[src/rtl/aud_irq_pkg.sv]
package aud_irq_pkg;

    localparam int WORD_W     = 32;
    localparam int GLOBAL_BIT = 31;
    localparam int CTRL_BIT   = 30;

    typedef enum logic [1:0] {
        SEL_CTL  = 2'd0,
        SEL_WAKE = 2'd1,
        SEL_SCHG = 2'd2,
        SEL_STAT = 2'd3
    } reg_sel_e;

    typedef struct packed {
        logic irq_flag;
        logic ovr_flag;
    } ring_flags_t;

    // Writable bits of the control register: both global bits plus one per stream.
    function automatic logic [WORD_W-1:0] ctl_mask(input int n_streams);
        logic [WORD_W-1:0] m;
        m = '0;
        for (int i = 0; i < n_streams; i++) begin
            m[i] = 1'b1;
        end
        m[GLOBAL_BIT] = 1'b1;
        m[CTRL_BIT]   = 1'b1;
        return m;
    endfunction

    function automatic logic [WORD_W-1:0] zext_codec(input logic [15:0] v, input int n_codec);
        logic [WORD_W-1:0] r;
        r = '0;
        for (int i = 0; i < n_codec; i++) begin
            r[i] = v[i];
        end
        return r;
    endfunction

endpackage

[src/rtl/aud_irq_regs.sv]
module aud_irq_regs
    import aud_irq_pkg::*;
#(
    parameter int N_STREAMS = 8,
    parameter int N_CODEC   = 14
) (
    input  logic                 clk,
    input  logic                 rst,
    input  logic [N_CODEC-1:0]   codec_present,
    input  logic                 we,
    input  reg_sel_e             sel,
    input  logic [WORD_W-1:0]    wdata,
    output logic [WORD_W-1:0]    ctl_q,
    output logic [N_CODEC-1:0]   wake_q,
    output logic [N_CODEC-1:0]   schg_q
);

    localparam logic [WORD_W-1:0] CTL_MASK = ctl_mask(N_STREAMS);

    logic wr_ctl, wr_wake, wr_schg;

    always_comb begin
        wr_ctl  = we && (sel == SEL_CTL);
        wr_wake = we && (sel == SEL_WAKE);
        wr_schg = we && (sel == SEL_SCHG);
    end

    always_ff @(posedge clk) begin
        if (rst) begin
            ctl_q <= '0;
        end else if (wr_ctl) begin
            ctl_q <= wdata & CTL_MASK;
        end
    end

    always_ff @(posedge clk) begin
        if (rst) begin
            wake_q <= '0;
        end else if (wr_wake) begin
            wake_q <= wdata[N_CODEC-1:0];
        end
    end

    always_ff @(posedge clk) begin
        if (rst) begin
            schg_q <= codec_present;
        end else if (wr_schg) begin
            schg_q <= schg_q & ~wdata[N_CODEC-1:0];
        end
    end


    ctl_hold_chk: assert property (@(posedge clk) disable iff (rst)
        !wr_ctl |=> $stable(ctl_q));


    schg_no_set_chk: assert property (@(posedge clk) disable iff (rst)
        1'b1 |=> ((schg_q & ~$past(schg_q)) == '0));


    wake_hold_chk: assert property (@(posedge clk) disable iff (rst)
        !wr_wake |=> $stable(wake_q));

endmodule

[src/rtl/aud_irq_status.sv]
module aud_irq_status
    import aud_irq_pkg::*;
#(
    parameter int N_STREAMS = 8,
    parameter int N_CODEC   = 14
) (
    input  logic                 clk,
    input  logic                 rst,
    input  ring_flags_t          ring,
    input  logic [N_CODEC-1:0]   schg,
    input  logic [N_CODEC-1:0]   wake,
    input  logic [N_STREAMS-1:0] done,
    input  logic [WORD_W-1:0]    ctl,
    output logic [WORD_W-1:0]    word
);

    logic [WORD_W-1:0] src_bits;
    logic              ctrl_any;

    always_comb begin
        ctrl_any = ring.irq_flag || ring.ovr_flag || ((schg & wake) != '0);
    end

    generate
        for (genvar i = 0; i < WORD_W; i++) begin : g_bit
            if (i < N_STREAMS) begin : g_stream
                assign src_bits[i] = done[i];
            end else if (i == CTRL_BIT) begin : g_ctrl
                assign src_bits[i] = ctrl_any;
            end else begin : g_zero
                assign src_bits[i] = 1'b0;
            end
        end
    endgenerate

    always_comb begin
        word             = src_bits;
        word[GLOBAL_BIT] = ((src_bits & ctl) != '0);
    end


    ring_flag_chk: assert property (@(posedge clk) disable iff (rst)
        (ring.irq_flag || ring.ovr_flag) |-> word[CTRL_BIT]);


    global_needs_en_chk: assert property (@(posedge clk) disable iff (rst)
        word[GLOBAL_BIT] |-> (ctl[WORD_W-2:0] != '0));

endmodule

[src/rtl/aud_irq_out.sv]
module aud_irq_out (
    input  logic clk,
    input  logic rst,
    input  logic global_sts,
    input  logic global_en,
    output logic irq_q
);

    logic past_ok;

    always_ff @(posedge clk) begin
        if (rst) begin
            irq_q   <= 1'b0;
            past_ok <= 1'b0;
        end else begin
            irq_q   <= global_sts & global_en;
            past_ok <= 1'b1;
        end
    end


    irq_follow_chk: assert property (@(posedge clk) disable iff (rst)
        past_ok |-> (irq_q == $past(global_sts && global_en)));

endmodule

[src/rtl/audio_irq_aggr.sv]
module audio_irq_aggr
    import aud_irq_pkg::*;
#(
    parameter int N_STREAMS = 8,
    parameter int N_CODEC   = 14
) (
    input  logic                 clk,
    input  logic                 rst,
    input  logic [N_CODEC-1:0]   codec_present,
    input  logic                 reg_we,
    input  logic [1:0]           reg_sel,
    input  logic [31:0]          reg_wdata,
    output logic [31:0]          reg_rdata,
    input  logic                 resp_irq_flag,
    input  logic                 resp_ovr_flag,
    input  logic [N_STREAMS-1:0] stream_done,
    output logic                 irq
);

    reg_sel_e              sel;
    ring_flags_t           ring;
    logic [WORD_W-1:0]     ctl_q;
    logic [N_CODEC-1:0]    wake_q;
    logic [N_CODEC-1:0]    schg_q;
    logic [WORD_W-1:0]     stat_word;

    always_comb begin
        sel           = reg_sel_e'(reg_sel);
        ring.irq_flag = resp_irq_flag;
        ring.ovr_flag = resp_ovr_flag;
    end

    aud_irq_regs #(.N_STREAMS(N_STREAMS), .N_CODEC(N_CODEC)) u_regs (
        .clk           (clk),
        .rst           (rst),
        .codec_present (codec_present),
        .we            (reg_we),
        .sel           (sel),
        .wdata         (reg_wdata),
        .ctl_q         (ctl_q),
        .wake_q        (wake_q),
        .schg_q        (schg_q)
    );

    aud_irq_status #(.N_STREAMS(N_STREAMS), .N_CODEC(N_CODEC)) u_status (
        .clk  (clk),
        .rst  (rst),
        .ring (ring),
        .schg (schg_q),
        .wake (wake_q),
        .done (stream_done),
        .ctl  (ctl_q),
        .word (stat_word)
    );

    aud_irq_out u_out (
        .clk        (clk),
        .rst        (rst),
        .global_sts (stat_word[GLOBAL_BIT]),
        .global_en  (ctl_q[GLOBAL_BIT]),
        .irq_q      (irq)
    );

    always_comb begin
        unique case (sel)
            SEL_CTL:  reg_rdata = ctl_q;
            SEL_WAKE: reg_rdata = zext_codec(16'(wake_q), N_CODEC);
            SEL_SCHG: reg_rdata = zext_codec(16'(schg_q), N_CODEC);
            default:  reg_rdata = stat_word;
        endcase
    end

endmodule

[config.mk]
export PLATFORM = sky130hd
export DESIGN_NAME = audio_irq_aggr
export DESIGN_NICKNAME = d
export VERILOG_FILES = /design/src/rtl/aud_irq_pkg.sv /design/src/rtl/aud_irq_regs.sv /design/src/rtl/aud_irq_status.sv /design/src/rtl/aud_irq_out.sv /design/src/rtl/audio_irq_aggr.sv
export SDC_FILE = /design/constraint.sdc
export NUM_CORES = 1
export LEC_CHECK = 0
export ABC_AREA = 1
export BUFFER_PORTS_ARGS = -buffer_cell sky130_fd_sc_hd__clkbuf_2
export CAP_MARGIN = 0
export CORE_MARGIN = 1
export CORE_UTILIZATION = 49
export CTS_CLUSTER_SIZE = 10
export DETAILED_ROUTE_END_ITERATION = 16
export PLACE_DENSITY = 0.93
export SYNTH_ARGS = -nofsm -noshare
export SYNTH_HDL_FRONTEND = slang
export SYNTH_SLANG_ARGS = --single-unit
[constraint.sdc]
create_clock -name clk -period 2.78 [get_ports clk]
set_input_delay 0.278 -clock clk [delete_from_list [all_inputs] [get_ports clk]]
set_output_delay 0.278 -clock clk [all_outputs]
set_load 0.1 [all_outputs]
# After elaboration in Yosys (flattened, before gate mapping)
# Index checks and enable logic that the tools add are counted.
totals:
  register_bits: 39
  inputBits: 61
  out_inout_bits: 33
  word_cells: 23
op_classes:
  n_eq_ne: 2
  n_mux: 3
  n_bitwise: 5
  n_reduce_logical: 9
ops:
  columns: ["cell", "count"]
  rows:
  - ["32-bit one-hot mux with 3 select lines", 1]
  - ["31-bit by 32-bit AND with 32-bit output", 1]
  - ["32-bit nonzero test", 1]
  - ["14-bit AND", 2]
  - ["14-bit 2-to-1 mux", 2]
  - ["14-bit inverter", 1]
  - ["14-bit nonzero test", 1]
  - ["1-bit logical AND", 3]
  - ["2-bit by 1-bit == test with 1-bit output (second input constant)", 1]
  - ["2-bit == test (second input constant)", 1]
  - ["2-bit zero test", 1]
  - ["1-bit logical OR", 2]
  - ["2-bit nonzero test", 1]
  - ["1-bit AND", 1]

# Longest topological paths before layout
# Gate-level depths: netlist (run 1).
logic_depth:
  ltp_word: 6
  ltp_mapped: 8

# Modules after synthesis
# Synthesis (run 1) repeated with hierarchy kept, for this count alone.
hier_totals:
  hier_cells: 457
  hier_area_um2: 2949.1
by_module_without_submodules:
  columns: ["mod", "instances", "cells_each", "area_per_inst_um2", "seq_area_each_um2"]
  rows:
  - ["aud_irq_regs", 1, 237, 1820.5, 900.9]
  - ["audio_irq_aggr", 1, 142, 689.4, 0.0]
  - ["aud_irq_status", 1, 75, 409.1, 0.0]
  - ["aud_irq_out", 1, 3, 30.0, 20.0]

# Worst setup path after synthesis (run 1)
# No wires, ideal clock.
synth_timing:
  path_type: "input-to-output"
  from: "input reg_sel[0]"
  to: "output reg_rdata[11]"
  t_arrival_ps: 2735
  t_required_ps: 2502
  slack_ps: -233
  cell_stages: 5
  cell_sequence: "inv_1 > nor2_4 > inv_2 > buf_6 > o21ai_0"
synth_via:
  elab_chain_cells: 2
  elab_cells_between_ends: 4
  classes_between: "eq/ne: 2; mux: 1; reduce/logical: 1"
synth_lines:
  columns: ["element", "line", "source"]
  rows:
  - ["start: declaration", "audio_irq_aggr.sv:11", "input logic [1:0] reg_sel,"]
  - ["2-bit == test, or another cell as far along", "audio_irq_aggr.sv:65", "unique case (sel)"]
  - ["32-bit one-hot mux with 3 select lines (*)", "audio_irq_aggr.sv:65", null]
  - ["end: declaration", "audio_irq_aggr.sv:13", "output logic [31:0] reg_rdata,"]
# Mark *: on every way between the ends. The rest lies on a longest branch, timed or not.

# Worst setup path in the final report (run 1)
layout_timing:
  from: "register u_regs.schg_q[8]"
  to: "output reg_rdata[31]"
layout_via:
  elab_chain_cells: 6
layout_lines:
  columns: ["element", "line", "source"]
  rows:
  - ["start: declaration", "aud_irq_regs.sv:15", "output logic [N_CODEC-1:0] schg_q"]
  - ["start signal: assignment", "aud_irq_regs.sv:46", "schg_q <= codec_present;"]
  - ["start signal: assignment", "aud_irq_regs.sv:48", "schg_q <= schg_q & ~wdata[N_CODEC-1:0];"]
  - ["14-bit AND", "aud_irq_status.sv:21", "ctrl_any = ring.irq_flag || ring.ovr_flag || ((schg & wake) != '0);"]
  - ["14-bit nonzero test", "aud_irq_status.sv:21", null]
  - ["1-bit logical OR", "aud_irq_status.sv:21", null]
  - ["31-bit by 32-bit AND with 32-bit output", "aud_irq_status.sv:38", "word[GLOBAL_BIT] = ((src_bits & ctl) != '0);"]
  - ["32-bit nonzero test", "aud_irq_status.sv:38", null]
  - ["32-bit one-hot mux with 3 select lines", "audio_irq_aggr.sv:65", null]
# Every way passes these cells.

==> results.py, run 1 <==
metrics = {
    "status": {
        "status": "finished clean",
    },
    "synthesis": {
        "post_synth_mux_area_share_pct": 0,
        "largest_family_of_logic_cells_by_synthesized_area": "simple AND/OR/NAND/NOR gates",
        "synth_async_reset_ratio_pct": 0,
        "gate_count_of_the_mapped_netlist": 288,
        "synthesis.area_um2": 2130,
        "yosysWarningCount": 0,
        "seq_area_frac_synth_pct": 43.2,
        "synth.distinct_cells": 26,
        "avgSynthCellArea_um2": 7.40,
        "synthSimpleGateAreaFrac_pct": 25.6,
        "synth_ff_type": "dfxtp_1",
        "synth-compound-area-share_pct": 17.3,
        "yosys.area_share.xor_xnor_pct": 0,
        "synthesized_flop_and_latch_total": 39,
        "synth-edff-count": 14,
        "synth_adder_area_share_pct": 0,
    },
    "final_layout": {
        "area_used_by_multi_input_combinational_logic_um2": 973,
        "final-seq-area_um2": 921,
        "fillCellCount": 376,
        "finish.utilization_pct": 60.5,
        "share_of_layout_cells_above_drive_strength_1_pct": 22.3,
        "layout.cells.most_common": "nand2_1",
        "nets": 409,
        "n_antenna_cell": 0,
        "layout_common_cells": "nand2_1, clkbuf_2, nor2_1, dfxtp_1, o21ai_0",
        "syn2layout_area_growth_pct": 16.0,
    },
    "cts": {
        "post_cts.repair.setup_buffers": 0,
        "clock-root-buffer": "clkbuf_8",
        "ctsHoldBuffers": 0,
        "worst_setup_hold_path_clk_slew_ns": 0.07,
        "numCtsBuffers": 5,
        "htree_num_levels": 2,
        "buffers_from_clock_root_to_sink_at_most": 2,
        "cts_tree": "built",
        "clock_insertion_delay_worst_skew_ns": 0.29,
        "ctsResizeCount": 0,
        "clock_sinks": 39,
    },
    "die": {
        "fp.coreArea_um2": 4090,
        "rows": 23,
        "die_y_um": 68.0,
        "floorplan.die_area_um2": 4620,
        "ioPinCount": 94,
        "floorplan.die.width_um": 68.0,
        "starting_utilization_of_the_core_area_pct": 52.2,
    },
    "drt": {
        "num_vias": 2011,
        "detail-route-antenna-nets": 0,
        "drt-pass1-iter-count": 4,
        "routedWlPerCell_um": 12.2,
        "routed_wirelength_um": 4890,
        "vias_per_cell": 5.04,
        "drt-initial-drc-count": 159,
        "drc_errors_left": 0,
    },
    "sta": {
        "slew_viol_final": 0,
        "period_share_pct": 76.1,
        "sum_neg_setup_slack_ns": 0,
        "final_hold_viol_count": 0,
        "rsz0062_at_grt": "false",
        "period_needed_ns": 2.12,
        "max_clock_freq_mhz": 473,
        "slew_headroom_pct": 54.3,
        "timing_worst_slew_pin_value_ns": 0.685,
        "clock_skew_ns": 0.00232,
        "setup_viol": 0,
    },
    "global_routing": {
        "first_global_vias": 1889,
        "grt_usage_pct": 23.6,
        "grt_first_pass_wirelength_um": 7940,
        "maximum_number_of_pins_on_one_net_before_global_route_repair": 35,
        "grt_antenna_before_repair": 0,
        "grt_overflow_total": 0,
    },
    "setup_path": {
        "cp_data_required_time_ns": 2.50,
        "critical_path_s_largest_stage_delay_ns": 0.43,
        "crit_arrival_ns": 1.84,
        "critical_path.most_common_cell": "nand2_1",
        "timing.critical_path.slowest_stage_cell": "edfxtp_1",
        "endpoint_kind": "primary output",
        "worstPathCellList": "nand2_1 > nand2_1 > nor2_1 > nand2_1 > o21ai_0 > nand2_1 > nand2_1 > nand2_1 > clkbuf_2",
        "timing.setup.critical_path_class": "register to primary output",
        "worstPathMaxFanout": 3,
        "crit_path_start_kind": "register",
    },
    "placement": {
        "gpl.final_weighted_congestion": 0.856,
        "dp_hpwl_um": 3610,
        "io_buffers": 61,
    },
    "power": {
        "worst_ir_drop_vdd_mv": 0.416,
        "power.density_cell_area_nw_per_um2": 585,
        "leakage_power_figure_nw": 1.17,
    },
    "flow_run": {
        "maxCapViolations": 0,
    },
    "min_path": {
        "min-delay-path-class": "primary input to register",
    },
}
## report_power, final
part | total (mW) | leakage [nW] | internal, mW | switching (mW)
Combinational | 0.428 | 0.782 | 0.0808 | 0.347
Sequential | 0.655 | 0.348 | 0.632 | 0.0230
Clock | 0.366 | 0.0395 | 0.178 | 0.188
## registers in the layout, indices dropped and copies added (netlist names)
register,cells
u_out.irq_q,1
u_regs.ctl_q,10
u_regs.wake_q,14
u_regs.schg_q,14
## kinds of logic (layout without fill, tap and decap cells)
group           Yosys count  after routing
buf+inv                  54            100
compound gates           63             63
simple gates            131            131
flops                    39             39
other cells               1             16
## synth_stat cells, types with 3 or more instances
cell type	instances	area share (%)
a21oi_1	16	3.8
buf_6	3	1.6
nand3b_1	9	3.2
o22ai_1	5	1.5
o2111ai_1	5	2.1
buf_2	3	0.70
inv_1	23	4.0
nor2_1	28	4.9
o31ai_1	5	1.8
edfxtp_1	14	20
o21ai_0	24	5.6
o21ai_1	4	0.94
dfxtp_1	25	23
nand2_1	90	16
buf_4	17	6.0
## final timing paths
check                                                   start                             to  slack [ns]  depth (start not counted)
worst min-delay path                            reg_wdata[31]  u_regs.ctl_q[31]$_SDFFE_PP0P_        0.25                          3
worst max register to register     u_regs.schg_q[8]$_DFFE_PP_         u_out.irq_q$_SDFF_PP0_        1.58                          6
worst min register to register  u_regs.ctl_q[31]$_SDFFE_PP0P_         u_out.irq_q$_SDFF_PP0_        0.46                          2
worst max-delay path               u_regs.schg_q[8]$_DFFE_PP_                  reg_rdata[31]        0.66                          9
## layout make-up
class                           instances  share of cell area, %
Clock buffer                            8                   3.24
Inverter                               27                   4.10
Multi-Input combinational cell        210                   39.4
Sequential cell                        39                   37.2
Tap cell                               50                   2.53
Timing Repair Buffer                   65                   13.6
## worst max-delay path, delay by kind of cell, from the launching register on
family	cells	cell delay [ns]
buffers and inverters	1	0.36
AND/OR/NAND/NOR	7	0.55
AO/OA/AOI/OAI	1	0.20
flip-flops	1	0.43
## per-stage QoR
stage / hold slack, ns / std cells / setup slack [ns] / area [um2] / power, mW
floorplan: 0.435 / 303 / -0.233 / 2190 / 1.02
global placement: 0.448 / 391 / 0.843 / 2390 / 1.09
detailed placement: 0.455 / 391 / 0.812 / 2390 / 1.09
CTS: 0.239 / 399 / 0.649 / 2470 / 1.46
global route: 0.246 / 399 / 0.460 / 2470 / 1.51
finish: 0.246 / 399 / 0.665 / 2470 / 1.45
## per-layer routing
metal	up-vias	GRT usage, %	part of all wire, %
met4	0	11.5	1.7
met3	10	6.17	7.7
met5	-	0	0
met2	81	37.9	47
met1	893	29.1	43
li1	1027	-	-
No activity file was read; power rests on OpenSTA's default activity.
==> run 2, diff against run 1 <==
--- a/config.mk
+++ b/config.mk
@@ -5,14 +5,14 @@
 export SDC_FILE = /design/constraint.sdc
 export NUM_CORES = 1
 export LEC_CHECK = 0
-export ABC_AREA = 1
+export ABC_AREA = 0
 export BUFFER_PORTS_ARGS = -buffer_cell sky130_fd_sc_hd__clkbuf_2
 export CAP_MARGIN = 0
 export CORE_MARGIN = 1
-export CORE_UTILIZATION = 49
+export CORE_UTILIZATION = 47
 export CTS_CLUSTER_SIZE = 10
 export DETAILED_ROUTE_END_ITERATION = 16
-export PLACE_DENSITY = 0.93
+export PLACE_DENSITY = 0.91
 export SYNTH_ARGS = -nofsm -noshare
 export SYNTH_HDL_FRONTEND = slang
 export SYNTH_SLANG_ARGS = --single-unit
==> constraint.sdc (replaced) <==
create_clock -name clk -period 2.15 [get_ports clk]
set_input_delay 0.215 -clock clk [delete_from_list [all_inputs] [get_ports clk]]
set_output_delay 0.215 -clock clk [all_outputs]
set_load 0.1 [all_outputs]
==> results.py, run 2 <==
metrics = {
    "drt": {
        "drc_errors_left": 0,
        "drt-pass1-iter-count": 4,
        "drt-initial-drc-count": 167,
        "routed_wirelength_um": 5060,
        "routedWlPerCell_um": 15.0,
        "detail-route-antenna-nets": 0,
        "num_vias": 1853,
        "vias_per_cell": 5.48,
    },
    "setup_path": {
        "crit_path_start_kind": "register",
        "crit_arrival_ns": 1.86,
        "timing.critical_path.slowest_stage_cell": "edfxtp_1",
        "worstPathMaxFanout": 3,
        "critical_path_s_largest_stage_delay_ns": 0.43,
        "r2r_start": "u_regs.schg_q[7]$_DFFE_PP_",
        "cp_data_required_time_ns": 1.93,
        "crit_path_start": "u_regs.schg_q[7]$_DFFE_PP_",
        "worstPathCellList": "a222oi_1 > nand3_1 > o2111ai_1 > o211ai_1 > clkbuf_8",
        "timing.setup.critical_path_class": "register to primary output",
        "endpoint_kind": "primary output",
    },
    "die": {
        "starting_utilization_of_the_core_area_pct": 50.3,
        "floorplan.die_area_um2": 4670,
        "die_y_um": 68.3,
        "rows": 23,
        "floorplan.die.width_um": 68.3,
        "fp.coreArea_um2": 4120,
        "ioPinCount": 94,
    },
    "synthesis": {
        "gate_count_of_the_mapped_netlist": 229,
        "yosysWarningCount": 0,
        "synth-edff-count": 14,
        "synthMostInstantiatedCell": "nand2_1",
        "synth_async_reset_ratio_pct": 0,
        "avgSynthCellArea_um2": 9.03,
        "synthesis.area_um2": 2070,
        "seq_area_frac_synth_pct": 44.5,
        "leading_area_contributor_after_synthesis": "dfxtp_1",
        "ys_top_cells_by_area": "dfxtp_1, edfxtp_1, nand2_1",
        "synth_commonest_cells": "nand2_1, a21oi_1, dfxtp_1, buf_4, o21ai_0",
        "synth_largest_type_area_fraction_pct": 24.2,
        "synthesized_flop_and_latch_total": 39,
        "synth_ff_type": "dfxtp_1",
        "synth.distinct_cells": 28,
    },
    "status": {
        "status": "finished clean",
    },
    "cts": {
        "cts_tree": "built",
        "buffers_from_clock_root_to_sink_at_most": 2,
        "clock_sinks": 39,
        "clock-root-buffer": "clkbuf_8",
        "clock_insertion_delay_worst_skew_ns": 0.30,
        "worst_setup_hold_path_clk_slew_ns": 0.08,
        "numCtsBuffers": 5,
        "htree_num_levels": 2,
    },
    "sta": {
        "period_needed_ns": 2.08,
        "period_share_pct": 96.6,
        "max_clock_freq_mhz": 482,
        "final_hold_viol_count": 0,
        "timing_worst_slew_pin_value_ns": 0.533,
        "slew_viol_final": 0,
        "sum_neg_setup_slack_ns": 0,
        "rsz0062_at_grt": "true",
        "slew_headroom_pct": 64.4,
        "setup_viol": 0,
        "clock_skew_ns": 0.00919,
        "hold_slack_ns": 0.146,
    },
    "final_layout": {
        "fin_cells": 338,
        "layout_common_cells": "nand2_1, clkbuf_2, a21oi_1, dfxtp_1, conb_1",
        "n_antenna_cell": 0,
        "syn2layout_area_growth_pct": 21.8,
        "share_of_layout_cells_above_drive_strength_1_pct": 29.5,
        "nets": 348,
        "reg.largest.list": "u_regs.schg_q x14, u_regs.wake_q x14, u_regs.ctl_q x10",
        "layout.cells.most_common": "nand2_1",
    },
    "power": {
        "combinationalPowerShare_pct": 28.4,
        "power.density_cell_area_nw_per_um2": 735,
        "part_of_the_power_in_registers_pct": 45.3,
        "netSwitchingPower_uw": 691,
        "worst_ir_drop_vdd_mv": 0.342,
        "power_switching_share_pct": 37.3,
        "internal_power_mw": 1.16,
        "leakage_power_figure_nw": 1.02,
        "clock_network_fraction_of_design_power_pct": 26.3,
    },
    "global_routing": {
        "grt_antenna_before_repair": 0,
        "grt_first_pass_wirelength_um": 7760,
        "grt_usage_pct": 23.5,
        "maximum_number_of_pins_on_one_net_before_global_route_repair": 40,
        "globalRouteMet2Util_pct": 38.7,
        "grt_overflow_total": 0,
        "grt_use_met1_pct": 28.9,
        "grt_util_met3_pct": 7.67,
        "global_route.peak_usage_layer": "met2",
        "first_global_vias": 1662,
    },
    "min_path": {
        "min-delay-path-class": "primary input to register",
        "worstHoldStart": "reg_wdata[31]",
    },
    "placement": {
        "io_buffers": 61,
        "gpl.final_weighted_congestion": 0.802,
        "dp_hpwl_um": 3690,
        "placedCellCount": 330,
    },
    "flow_run": {
        "maxCapViolations": 0,
    },
}
run 2: changes by cell type after synthesis, moves of 5 or more:
cell,change
a22oi_1,+7
o22ai_1,-5
inv_1,-23
nand2_1,-23
a22o_1,+7
nand3b_1,-9
a21oi_1,+9
nand2b_1,+15
nor2_1,-26
o21ai_0,-8
mux4_2,+8
clkbuf_1,+5
o31ai_1,-5
run 2: power groups by stage:
| stage | Combinational, mW | Clock, mW | Sequential (mW) |
|---|---|---|---|
| 5_1_grt | 0.553 | 0.535 | 0.842 |
| 3_3_place_gp | 0.514 | 0 | 0.851 |
| 3_5_place_dp | 0.522 | 0 | 0.854 |
| 6_report | 0.525 | 0.488 | 0.839 |
| 2_1_floorplan | 0.431 | 0 | 0.845 |
| 4_1_cts | 0.525 | 0.493 | 0.837 |
run 2: worst paths after layout:
path / cells after the start / endpoint / slack (ns)
min: 3 / u_regs.ctl_q[31]$_SDFFE_PP0P_ / 0.15
max: 5 / reg_rdata[31] / 0.07
max reg2reg: 4 / u_out.irq_q$_SDFF_PP0_ / 0.83
min reg2reg: 2 / u_regs.wake_q[9]$_SDFFE_PP0P_ / 0.47
run 2: critical path: cells and delay by family, from the launching register on:
family          cells  cell delay, ns
flops               1            0.43
compound gates      3            0.71
buf+inv             1            0.25
simple gates        1            0.17
run 2: kinds of logic (layout without fill, tap and decap cells):
| family | count (synthesis) | count (layout) | synth area share (%) |
|---|---|---|---|
| compound gates | 61 | 61 | 17.8 |
| buf+inv | 29 | 73 | 9.38 |
| flops | 39 | 39 | 44.5 |
| mux | 8 | 8 | 8.71 |
| other cells | 1 | 16 | 0.181 |
| simple gates | 91 | 91 | 19.4 |
run 2: per-stage QoR:
step                cell area, um2  setup WS, ns  power [mW]  utilization, %
CTS                           2510        0.0153        1.85            61.1
detailed placement            2420         0.208        1.38            58.8
floorplan                     2130        -0.152        1.28               -
global route                  2520       -0.0352        1.93            61.2
global placement              2420         0.291        1.36            58.8
finish                        2520        0.0734        1.85            61.2
run 2: per-layer routing:
metal	share of wire, %	up-vias
li1	-	885
met1	42	861
met2	48	100
met3	9.0	7
met4	1.1	0
met5	0	-
run 2: cell type report:
class                           instances  area, um2
Tap cell                               50       62.6
Clock buffer                            6       72.6
Clock inverter                          2       12.5
Multi-Input combinational cell        176       1010
Fill cell                             353       1600
Sequential cell                        39        923
Timing Repair Buffer                   65        434
run 2: timing repair:
item,4_1_cts,5_1_grt
resized for setup,2,2
hold buffers,0,0
pin swaps,0,3
endpoints found under the setup margin,1,2
buffers inserted,0,0
==> run 3, diff against run 2 <==
--- a/config.mk
+++ b/config.mk
@@ -5,7 +5,7 @@
 export SDC_FILE = /design/constraint.sdc
 export NUM_CORES = 1
 export LEC_CHECK = 0
-export ABC_AREA = 0
+export ABC_AREA = 1
 export BUFFER_PORTS_ARGS = -buffer_cell sky130_fd_sc_hd__clkbuf_2
 export CAP_MARGIN = 0
 export CORE_MARGIN = 1
@@ -13,6 +13,7 @@
 export CTS_CLUSTER_SIZE = 10
 export DETAILED_ROUTE_END_ITERATION = 16
 export PLACE_DENSITY = 0.91
+export REMOVE_ABC_BUFFERS = 1
 export SYNTH_ARGS = -nofsm -noshare
 export SYNTH_HDL_FRONTEND = slang
 export SYNTH_SLANG_ARGS = --single-unit
==> results.py, run 3 (synthesized netlist as in run 1, its figures left out) <==
metrics = {
    "status": {
        "status": "finished clean",
    },
    "die": {
        "starting_utilization_of_the_core_area_pct": 49.0,
        "ioPinCount": 94,
        "floorplan.die_area_um2": 4810,
        "rows": 24,
        "floorplan.die.width_um": 69.4,
        "die_y_um": 69.4,
        "fp.coreArea_um2": 4350,
    },
    "cts": {
        "numCtsBuffers": 5,
        "cts_tree": "built",
        "worst_setup_hold_path_clk_slew_ns": 0.07,
        "clock_sinks": 39,
        "buffers_from_clock_root_to_sink_at_most": 2,
        "clock-root-buffer": "clkbuf_8",
        "ctsHoldBuffers": 0,
        "htree_num_levels": 2,
        "clock_insertion_delay_worst_skew_ns": 0.29,
    },
    "setup_path": {
        "timing.setup.critical_path_class": "register to primary output",
        "cp.buffers_inverters": 1,
        "timing.critical_path.slowest_stage_cell": "edfxtp_1",
        "timing.critical_path.max_delay_family": "simple AND/OR/NAND/NOR gates",
        "critical_path_s_largest_stage_delay_ns": 0.43,
        "crit_arrival_ns": 1.76,
        "crit_path_start_kind": "register",
        "critical_path.most_common_cell": "nand2_1",
        "cp_data_required_time_ns": 1.93,
        "worstPathMaxFanout": 3,
        "worstPathCellList": "nand2_1 > nand2_1 > nor2_1 > nand2_1 > o21ai_0 > nand2_1 > nand2_1 > nand2_1 > buf_2",
        "endpoint_kind": "primary output",
    },
    "sta": {
        "final_hold_viol_count": 0,
        "slew_viol_final": 0,
        "setup_viol": 0,
        "hold_slack_ns": 0.186,
        "rsz0062_at_grt": "false",
        "period_needed_ns": 1.97,
        "clock_skew_ns": 0.00240,
        "timing_worst_slew_pin_value_ns": 0.540,
        "sum_neg_setup_slack_ns": 0,
        "max_clock_freq_mhz": 508,
        "period_share_pct": 91.6,
        "slew_headroom_pct": 64.1,
    },
    "global_routing": {
        "grt_usage_pct": 22.6,
        "grt_first_pass_wirelength_um": 8590,
        "grt_overflow_total": 0,
        "first_global_vias": 1899,
        "maximum_number_of_pins_on_one_net_before_global_route_repair": 29,
        "grt_antenna_before_repair": 0,
    },
    "min_path": {
        "min-delay-path-class": "primary input to register",
    },
    "drt": {
        "vias_per_cell": 5.14,
        "routed_wirelength_um": 5370,
        "detail-route-antenna-nets": 0,
        "drt-initial-drc-count": 200,
        "num_vias": 2072,
        "drt-pass1-iter-count": 6,
        "routedWlPerCell_um": 13.3,
        "drc_errors_left": 0,
    },
    "placement": {
        "io_buffers": 61,
        "gpl.final_weighted_congestion": 0.856,
        "dp_hpwl_um": 3880,
        "post_dp_cell_area_um2": 2620,
    },
    "final_layout": {
        "stdcell_area_um2": 2710,
        "nets": 411,
        "reg.largest.list": "u_regs.schg_q x14, u_regs.wake_q x14, u_regs.ctl_q x10",
        "layout_common_cells": "nand2_1, clkbuf_2, nor2_1, dfxtp_1, o21ai_0",
        "share_of_layout_cells_above_drive_strength_1_pct": 23.1,
        "layout.cells.most_common": "nand2_1",
        "finish.utilization_pct": 62.3,
        "n_antenna_cell": 0,
        "fillCellCount": 370,
        "syn2layout_area_growth_pct": 27.2,
        "final-seq-area_um2": 921,
        "area_used_by_multi_input_combinational_logic_um2": 973,
    },
    "power": {
        "leakage_power_figure_nw": 1.24,
        "power.density_cell_area_nw_per_um2": 736,
        "worst_ir_drop_vdd_mv": 0.335,
    },
    "flow_run": {
        "maxCapViolations": 0,
    },
}
==> run 3: changes by cell type in the layout (fill, tap and decap cells not counted), sizes merged, moves of 8 or more <==
cell | before | now
o21ai | 16 | 30
nand2b | 15 | 0
mux4 | 8 | 0
nor2 | 2 | 29
buf | 11 | 21
nand2 | 67 | 91
inv | 0 | 25
nand3b | 0 | 9
==> run 3: final timing paths <==
path                                        from                             end  slack (ns)  cells after the start
setup / recovery      u_regs.schg_q[9]$_DFFE_PP_                   reg_rdata[31]        0.18                      9
hold / removal                  codec_present[1]      u_regs.schg_q[1]$_DFFE_PP_        0.19                      3
setup reg to reg      u_regs.schg_q[9]$_DFFE_PP_          u_out.irq_q$_SDFF_PP0_        0.97                      6
hold reg to reg   u_regs.wake_q[13]$_SDFFE_PP0P_  u_regs.wake_q[13]$_SDFFE_PP0P_        0.47                      2
==> run 3: per-stage QoR <==
stage,cells,setup WS (ns),power [mW]
3_5_place_dp,395,0.428,1.50
6_report,403,0.180,2.00
4_1_cts,403,0.0957,2.00
3_3_place_gp,395,0.445,1.48
2_1_floorplan,276,-0.654,1.29
5_1_grt,403,0.0557,2.06
==> run 3: layout make-up <==
cell class / instances / area share, %
Multi-Input combinational cell: 210 / 35.9
Sequential cell: 39 / 34.0
Timing Repair Buffer: 67 / 20.7
Inverter: 27 / 3.74
Clock buffer: 7 / 3.18
Tap cell: 52 / 2.40
Clock inverter: 1 / 0.138
==> run 3: per-layer routing <==
metal | part of all wire [%] | wire length (um) | global-route usage, %
met1 | 40 | 2170 | 27.3
met4 | 1.8 | 97 | 9.52
met3 | 6.5 | 348 | 5.09
met2 | 51 | 2750 | 38.6
met5 | 0 | 0 | 0
==> run 3: repair_timing <==
action | CTS | global route
hold endpoints to repair | 0 | 0
resized for setup | 0 | 1
endpoints found under the setup margin | 0 | 1
setup buffers | 0 | 0
==> run 3: worst register-to-register path, delay by kind of cell, from the launching register on <==
kind | cells | cell delay, ns
AO/OA/AOI/OAI | 2 | 0.32
flip-flops | 1 | 0.43
AND/OR/NAND/NOR | 4 | 0.31
==> run 3: power by group <==
group | total [mW] | switching, mW | internal [mW]
clock network | 0.511 | 0.254 | 0.257
logic | 0.639 | 0.466 | 0.173
registers | 0.846 | 0.0299 | 0.816
